==> src/rtl/ea_unit.sv <==
module ea_unit #(
  parameter int IW = 32,
  parameter int DW = 32,
  parameter int AW = 20,
  parameter int IND_BIT = 26,
  parameter int XLO = 20,
  parameter int XW = 3
) (
  input  logic          clk,
  input  logic          rst_n,
  input  logic          start,
  input  logic [IW-1:0] instr,
  input  logic [DW-1:0] index_val,
  output logic          mem_req,
  output logic [AW-1:0] mem_addr,
  input  logic          mem_ack,
  input  logic [DW-1:0] mem_rdata,
  output logic          done,
  output logic [AW-1:0] eff_addr
);

  typedef enum logic [1:0] {S_IDLE, S_FETCH, S_FIN} st_t;

  st_t           st;
  logic [AW-1:0] addr_q;
  logic [XW-1:0] xfield;
  logic [AW-1:0] offset;
  logic [AW-1:0] base;
  logic          unused_bits;

  assign xfield = instr[XLO+XW-1:XLO];
  assign offset = (xfield == '0) ? '0 : index_val[AW-1:0];
  assign base   = instr[AW-1:0] + offset;

  assign unused_bits = ^{instr[IW-1:IND_BIT+1], instr[IND_BIT-1:XLO+XW],
                         index_val[DW-1:AW], mem_rdata[DW-1:AW]};

  always_ff @(posedge clk) begin
    if (!rst_n) begin
      st     <= S_IDLE;
      addr_q <= '0;
    end else begin
      unique case (st)
        S_IDLE: if (start) begin
          addr_q <= base;
          st     <= instr[IND_BIT] ? S_FETCH : S_FIN;
        end
        S_FETCH: if (mem_ack) begin
          addr_q <= mem_rdata[AW-1:0];
          st     <= S_FIN;
        end
        default: st <= S_IDLE;
      endcase
    end
  end

  assign mem_req  = (st == S_FETCH);
  assign mem_addr = addr_q;
  assign done     = (st == S_FIN);
  assign eff_addr = addr_q;

endmodule

==> config.mk <==
export PLATFORM = sky130hd
export DESIGN_NAME = ea_unit
export DESIGN_NICKNAME = d
export VERILOG_FILES = /design/src/rtl/ea_unit.sv
export SDC_FILE = /design/constraint.sdc
export NUM_CORES = 1
export LEC_CHECK = 0
export ABC_AREA = 0
export ABC_CLOCK_PERIOD_IN_PS = 4100
export BUFFER_PORTS_ARGS = -buffer_cell sky130_fd_sc_hd__buf_2
export CORE_ASPECT_RATIO = 0.6
export CORE_MARGIN = 2
export CORE_UTILIZATION = 44
export DETAILED_ROUTE_END_ITERATION = 16
export PLACE_DENSITY_LB_ADDON = 0.2
export SLEW_MARGIN = 20
export SYNTH_ARGS = -nofsm -noshare
export SYNTH_HDL_FRONTEND = slang
export SYNTH_SLANG_ARGS = --single-unit
==> constraint.sdc <==
create_clock -name clk -period 4.1 [get_ports clk]
set_clock_uncertainty 0.2 [all_clocks]
set_input_delay 0.41 -clock clk [delete_from_list [all_inputs] [get_ports clk]]
set_output_delay 0.41 -clock clk [all_outputs]
set_load 0.005 [all_outputs]
* Word level (Yosys, flattened, before mapping)
Cells that the tools add are included.
Word-level totals: bits in registers 22, bits in latches 0, RAM bits 0, bits in read-only memories 0, input bits 100, word-level logic and storage cells 20, memories 0
Cells by class: add/subtract/negate cells 1, $mul 0, div/mod/pow operators 0, order comparisons 0, eq/ne operators 4, shift-type cells 0, multiplexer cells 8, bitwise gates (word level) 0, reduce and logical (&&, ||, !) cells 5
Operator list (count):
- $mux W20 | 3
- $pmux W20 S2 | 1
- $add A20 B20 Y20 | 1
- $mux W2 | 3
- $pmux W2 S2 | 1
- $logic_not A3 Y1 | 1
- $reduce_and A3 Y1 | 1
- $eq A2 B1 Y1 const B | 1
- $eq A2 B2 Y1 const B | 1
- $logic_not A2 Y1 | 1
- $ne A2 B1 Y1 const B | 1
- $ne A2 B2 Y1 const B | 1
- $reduce_and A2 Y1 | 1
- $reduce_bool A2 Y1 | 1

* Logic depth before layout (Yosys ltp)
Gate-level depths: netlist of the first run.
depth after elaboration 5, depth in mapped cells 14, gate-level depth less buffers 12

* Worst setup path before layout of the first run
OpenSTA, ideal clock, no wires.
kind input-to-reg, start in instr[22], end reg addr_q[18] (netlist: eff_addr[18]), arrival 2736 ps, path slack 1089 ps, cell stages on the path 14, path buffers 2, path through nor3_1 clkbuf_1 clkbuf_1 nor2b_1 ha_1 inv_1 fa_1 nand2b_1 a21oi_2 o21ai_2 a21oi_2 nand2b_4 or3_1 a31oi_1
Between the ends: word-level cells in the longest chain between the ends 5
RTL lines:
- from (decl) | line 12 | input logic [IW-1:0] instr,
- $logic_not A3 Y1 | line 32 | assign offset = (xfield == '0) ? '0 : index_val[AW-1:0];
- $mux W20 | line 32
- $add A20 B20 Y20 | line 33 | assign base = instr[AW-1:0] + offset;
- $mux W20 | line 44 | S_IDLE: if (start) begin
- $pmux W20 S2 | line 43 | unique case (st)
- to (signal assigned) | line 45 | addr_q <= base;
- to (signal assigned) | line 49 | addr_q <= mem_rdata[AW-1:0];
- to (decl) | line 25 | logic [AW-1:0] addr_q;
No other way between the ends. The select of a mux whose other input is x is not followed. A chain may end at the register's enable or synchronous reset.

* Worst setup path in the final report of the first run
start in instr[22], end reg addr_q[17] (netlist: eff_addr[17])
The elaborated chain is that of the path after synthesis.

==> results of run 1 <==
[through the flow]
step           utilization (%)  hold WS, ns  cells  total power, uW
2_1_floorplan                -       0.2564    302            534.9
3_3_place_gp             53.92       0.2841    443            628.2
3_5_place_dp             53.92       0.2876    443            634.4
4_1_cts                  55.32       0.2086    447            835.5
6_report                 55.32       0.2158    447            833.1
5_1_grt                  55.32       0.2375    447            891.2
[critical path, stage by stage]
cell and delay, ns:
buf_2 0.10, nor3_2 0.16, buf_4 0.25, nand2b_1 0.19
inv_1 0.05, ha_1 0.26, a21oi_1 0.07, nand4b_1 0.22
a21oi_2 0.33, o211ai_1 0.14, a21oi_1 0.28, xnor2_1 0.17
a21oi_1 0.08
[worst max path at each step]
stage	to	slack, ns
finish	eff_addr[17]	1.32
CTS	eff_addr[17]	1.30
global placement	eff_addr[17]	1.08
detailed placement	eff_addr[17]	1.04
global route	eff_addr[17]	1.09
floorplan	eff_addr[18]	1.09
[per-layer routing]
metal | vias up | part of all wire, % | wire, um
li1 | 1219 | - | -
met3 | 2 | 8.2 | 508
met2 | 101 | 39 | 2405
met4 | 0 | 0.40 | 25
met1 | 1075 | 52 | 3234
met5 | - | 0 | 0
[power groups by stage]
stage / clock network (uW) / registers (uW) / logic (uW)
after floorplan: 0 / 265 / 270
after global placement: 0 / 263 / 365
after detailed placement: 0 / 264 / 370
after CTS: 204 / 259 / 372
after global routing: 214 / 263 / 414
final: 201 / 259 / 373
[layout by cell type, fill, tap and decap left out, types with 2 or more instances in the layout]
cell type	Yosys	routed
buf_2	4	109
nand2_1	29	29
a21oi_1	28	28
dfxtp_1	22	22
nor2b_1	21	21
ha_1	19	19
o21ai_0	16	16
nor2_1	14	14
xnor2_1	13	13
o211ai_1	11	11
inv_1	8	8
nand2b_1	6	6
nand3_1	6	6
nand4_1	6	6
o211a_1	6	6
a21oi_2	5	5
a31oi_1	5	5
a21o_1	5	5
nor3_1	6	5
or3_1	5	5
xor2_1	4	4
clkbuf_8	1	3
nor2_2	2	2
a21oi_4	2	2
and3_1	2	2
a41oi_1	2	2
nand4b_1	2	2
o21bai_1	2	2
mux2_2	2	2
buf_4	21	2
[flip-flops by register name, indices dropped and copies added, names as in the netlist]
signal / count
st: 2
eff_addr: 20
[cell families after synthesis]
group                      count (synthesis)  share of synthesized area (%)
adders and majority gates                 20                          11.08
muxes                                      3                          1.398
xor gates and xnor gates                  17                          6.398
DFF                                       22                          18.92
buffers and inverters                     44                          11.45
AOI/OAI and AO/OA                         93                          27.74
and+or+nand+nor                          103                          23.01
[area by class of cell]
class | count | area share [%]
Multi-Input combinational cell | 236 | 57.84
Timing Repair Buffer | 111 | 19.95
Sequential cell | 22 | 15.67
Tap cell | 66 | 2.939
Clock buffer | 3 | 1.469
Clock inverter | 1 | 1.069
Inverter | 8 | 1.069
==> results_dict.tcl, run 1 <==
set metrics [dict create \
    r2r_end "eff_addr[9]" \
    synthTopCellsByArea "dfxtp_1 (19%), ha_1 (10%), buf_4 (6.8%), a21oi_1 (6.0%), nor2b_1 (5.6%)" \
    post_cts_buffers 0 \
    cts_buffer_depth 2 \
    grt_antenna_before_repair 0 \
    synth_cell_types 49 \
    hpwl_um 4980 \
    clockPowerShare_pct 24.1 \
    synthCells 302 \
    clk_pin_slew_worst_paths_ns 0.08 \
    portBuffers 109 \
    grt_usage_pct 20.53 \
    max_clock_freq_ghz 0.3602 \
    p_sw_share_pct 35.03 \
    cts_made_buffers 3 \
    nets 502 \
    grt_util_met2_pct 30.33 \
    grtUsageMet3_pct 3.226 \
    firstDrtPassIters 4 \
    grt_pass1_wl_um 9929 \
    async_flop_share_pct 0 \
    min_to "eff_addr[7]" \
    period_share_pct 67.72 \
    arrival_ns 2.72 \
    ys_top_cells_by_count "nand2_1 (29), a21oi_1 (28), dfxtp_1 (22)" \
    max-cap-violations 0 \
    syn_nets 422 \
    r2r_cells 5 \
    criticalPathCategory "input port to register" \
    syn_avg_cell_area_um2 7.706 \
    period_minus_slack_ns 2.776 \
    crit_path_end_kind "register" \
    finalHoldViolCount 0 \
    worst-path-max-fanout 20 \
    status "complete, no violations" \
    placed_area_um2 2739 \
    grt_pass1_vias 2103 \
    die_w_um 97.89 \
    finalSetupTns_ns 0 \
    start_util_pct 45.81 \
    p_int_uw 541.2 \
    multiInputGateArea_um2 1625 \
    hold_depth 3 \
    seqPwrFrac_pct 31.1 \
    cts-resized-gates 0 \
    peakVddDrop_uv 130.3 \
    cts_tree "built" \
    grt_use_met1_pct 31.84 \
    seq_area_frac_synth_pct 18.92 \
    grt-busiest-layer "met1" \
    netlist_area_um2 2327 \
    yosysWarningCount 0 \
    drt_wl_total_um 6173 \
    hp-class "input port to register" \
    worst_slack_ns 1.324 \
    num_io_pins 142 \
    hp-start "mem_rdata[7]" \
    die_h_um 60.34 \
    seq_area_um2 440.4 \
    grt_max_degree 29 \
    ff2ff_setup_slack_ns 2.10 \
    overflow 0 \
    cp-start-kind "input port" \
    die_area_um2 5906 \
    slew_headroom_pct 34.72 \
    drc 0 \
    via_per_inst 5.362 \
    synthDominantCellAreaShare_pct 18.92 \
    fin_area_um2 2810 \
    comb_power_share_pct 44.8 \
    rsz0062_at_grt "false" \
    clk_latency_ns 0.26 \
    fill_cells 515 \
    reg2reg_from "st[0]" \
    power-per-cell-area_nw_per_um2 296.5 \
    antenna_left 0 \
    leakage_uw 0.001413 \
    drtIter0Drc 77 \
    area_growth_syn_to_layout_pct 20.75 \
    startpoint "instr[22]" \
    drive_gt1_share_pct 34.65 \
    diodes 0 \
    core_area_um2 5080 \
    ys.flop_type "dfxtp_1" \
    dr_total_vias 2397 \
    rows 20 \
    clock_sinks 22 \
    wl_per_cell_um 13.81 \
    synth_edf_count 0 \
    synthMostInstantiatedCell "nand2_1" \
    finalWeightedCongestion 0.8870 \
    ys_ff_latch 22 \
    power.net_switching_uw 291.9 \
    post-place-ws_ns 1.038 \
    yosysTopAreaCell "dfxtp_1" \
    h-tree-depth 1 \
    drv_slew 0 \
    worstMarginPinSlew_ns 0.9782 \
    critPathRequiredTime_ns 4.05 \
    postCtsHoldBufs 0 \
    cts-root-buf "clkbuf_8" \
    setup_viol 0 \
]
No activity file was read; power rests on OpenSTA's default activity.
==> inputs of run 2 (changes only) <==
--- a/config.mk
+++ b/config.mk
@@ -6,11 +6,11 @@
 export NUM_CORES = 1
 export LEC_CHECK = 0
 export ABC_AREA = 0
-export ABC_CLOCK_PERIOD_IN_PS = 4100
+export ABC_CLOCK_PERIOD_IN_PS = 2300
 export BUFFER_PORTS_ARGS = -buffer_cell sky130_fd_sc_hd__buf_2
 export CORE_ASPECT_RATIO = 0.6
 export CORE_MARGIN = 2
-export CORE_UTILIZATION = 44
+export CORE_UTILIZATION = 40
 export DETAILED_ROUTE_END_ITERATION = 16
 export PLACE_DENSITY_LB_ADDON = 0.2
 export SLEW_MARGIN = 20
==> constraint.sdc (replaced) <==
create_clock -name clk -period 2.3 [get_ports clk]
set_clock_uncertainty 0.2 [all_clocks]
set_input_delay 0.23 -clock clk [delete_from_list [all_inputs] [get_ports clk]]
set_output_delay 0.23 -clock clk [all_outputs]
set_load 0.005 [all_outputs]
==> results_dict.tcl, run 2 (synthesized netlist as in run 1, its figures left out) <==
set metrics [dict create \
    status "finished with violations" \
    violations "negative setup slack" \
    critPathRequiredTime_ns 2.30 \
    grt_antenna_before_repair 0 \
    crit_family "compound AO/OA/AOI/OAI gates" \
    drv_slew 0 \
    reg2reg_from "st[0]" \
    power.net_switching_uw 597.2 \
    grt_pass1_wl_um 11200 \
    drc 0 \
    cpMaxStageDelayCell "fa_2" \
    grt_pass1_vias 2415 \
    p_int_uw 1116 \
    seq_area_um2 440.4 \
    placed_cells 504 \
    slew_headroom_pct 35.16 \
    worst-path-max-fanout 6 \
    via_per_inst 5.043 \
    finalWeightedCongestion 0.8818 \
    period_share_pct 100.3 \
    postCtsHoldBufs 0 \
    overflow 0 \
    fill_cells 519 \
    arrival_ns 2.31 \
    setup_viol 2 \
    start_util_pct 41.58 \
    rsz0062_at_grt "true" \
    seqPwrFrac_pct 27.2 \
    clock_sinks 22 \
    die_w_um 102.5 \
    clk_latency_ns 0.26 \
    multiInputGateArea_um2 1837 \
    period_minus_slack_ns 2.308 \
    diodes 0 \
    drt_wl_total_um 7174 \
    area_growth_syn_to_layout_pct 50.54 \
    nets 558 \
    wl_per_cell_um 13.88 \
    hp-start "mem_rdata[7]" \
    startpoint "instr[22]" \
    clk_pin_slew_worst_paths_ns 0.08 \
    worst-path-buf-inv 4 \
    power-per-cell-area_nw_per_um2 489.1 \
    p_sw_share_pct 34.85 \
    leakage_uw 0.001748 \
    hpwl_um 5738 \
    cts-root-buf "clkbuf_8" \
    finalPower_uw 1713 \
    crit_path_end_kind "register" \
    max_clock_freq_ghz 0.4333 \
    crit_chain "buf_2 > nor3_4 > buf_12 > nor2b_2 > ha_2 > inv_2 > fa_2 > nand2b_4 > a21oi_4 > a2bb2oi_2 > buf_4 > a311o_1 > nand4_1 > a21oi_2" \
    drtIter0Drc 90 \
    die_area_um2 6464 \
    h-tree-depth 1 \
    rows 21 \
    cts_made_buffers 3 \
    max-cap-violations 0 \
    post-place-ws_ns -0.3995 \
    criticalPathCategory "input port to register" \
    clockPowerShare_pct 21.2 \
    num_io_pins 142 \
    antenna_left 0 \
    grt_usage_pct 21.26 \
    finalHoldViolCount 0 \
    finalSetupTns_ns -0.01151 \
    die_h_um 63.09 \
    layout_common_cells "buf_2 (107), buf_4 (52), nand2_1 (27), dfxtp_1 (22), a21oi_1 (21)" \
    peakVddDrop_uv 308.4 \
    largest_register_ffs 20 \
    dr_total_vias 2607 \
    hp-class "input port to register" \
    core_area_um2 5597 \
    worstMarginPinSlew_ns 0.9716 \
    worst_slack_ns -0.007733 \
    drive_gt1_share_pct 50.34 \
    firstDrtPassIters 4 \
    cp-start-kind "input port" \
    cts_tree "built" \
    grt_max_degree 29 \
    critPathMaxStageDelay_ns 0.33 \
    comb_power_share_pct 51.7 \
    portBuffers 109 \
    final_cells 517 \
    final_common_cell "buf_2" \
    cts_buffer_depth 2 \
]
-- run 2: changes by cell type in the layout (fill, tap and decap cells not counted), moves of 4 or more --
cell / delta
xnor2_2: +5
a21oi_1: -7
a21oi_2: +4
buf_6: +7
buf_4: +50
xnor2_1: -5
-- run 2: power groups by stage --
stage	logic (uW)	registers, uW	clock network [uW]
2_1_floorplan	496	472	0
3_3_place_gp	772	471	0
3_5_place_dp	782	473	0
4_1_cts	818	464	370
5_1_grt	968	472	385
6_report	885	465	363
-- run 2: final timing paths --
check	slack, ns	cells after the start	end
max	-0.008	14	eff_addr[10]
min	0.03	3	eff_addr[7]
max reg2reg	0.32	5	eff_addr[9]
min reg2reg	0.30	1	st[0]
-- run 2: worst min-delay path: stages --
cell and delay, ns:
buf_2 0.10, nand2_1 0.05, a31oi_1 0.07
-- run 2: cell type report --
| class | instances | area share [%] |
|---|---|---|
| Clock buffer | 3 | 1.179 |
| Tap cell | 80 | 2.857 |
| Inverter | 8 | 0.8571 |
| Timing Repair Buffer | 167 | 29.25 |
| Sequential cell | 22 | 12.57 |
| Multi-Input combinational cell | 236 | 52.43 |
| Clock inverter | 1 | 0.8571 |
-- run 2: what timing repair did --
action | in CTS | in global routing
pin swaps | 21 | 23
endpoints found under the setup margin | 12 | 14
buffers inserted | 5 | 4
gates cloned | 0 | 0
gates resized for setup | 20 | 24
-- run 2: routing by layer --
| layer | track usage, % | wire length (um) |
|---|---|---|
| met1 | 34.19 | 3785 |
| met2 | 30.64 | 2906 |
| met3 | 1.554 | 455 |
| met4 | 3.833 | 27 |
| met5 | 0 | 0 |
-- run 2: stage by stage --
step / hold WS (ns) / area [um2] / util (%)
after CTS: 0.02063 / 3349 / 59.85
after global routing: 0.02590 / 3503 / 62.60
final: 0.02671 / 3503 / 62.60
after detailed placement: 0.3022 / 3159 / 56.45
after floorplan: 0.1736 / 2390 / -
after global placement: 0.2847 / 3159 / 56.45
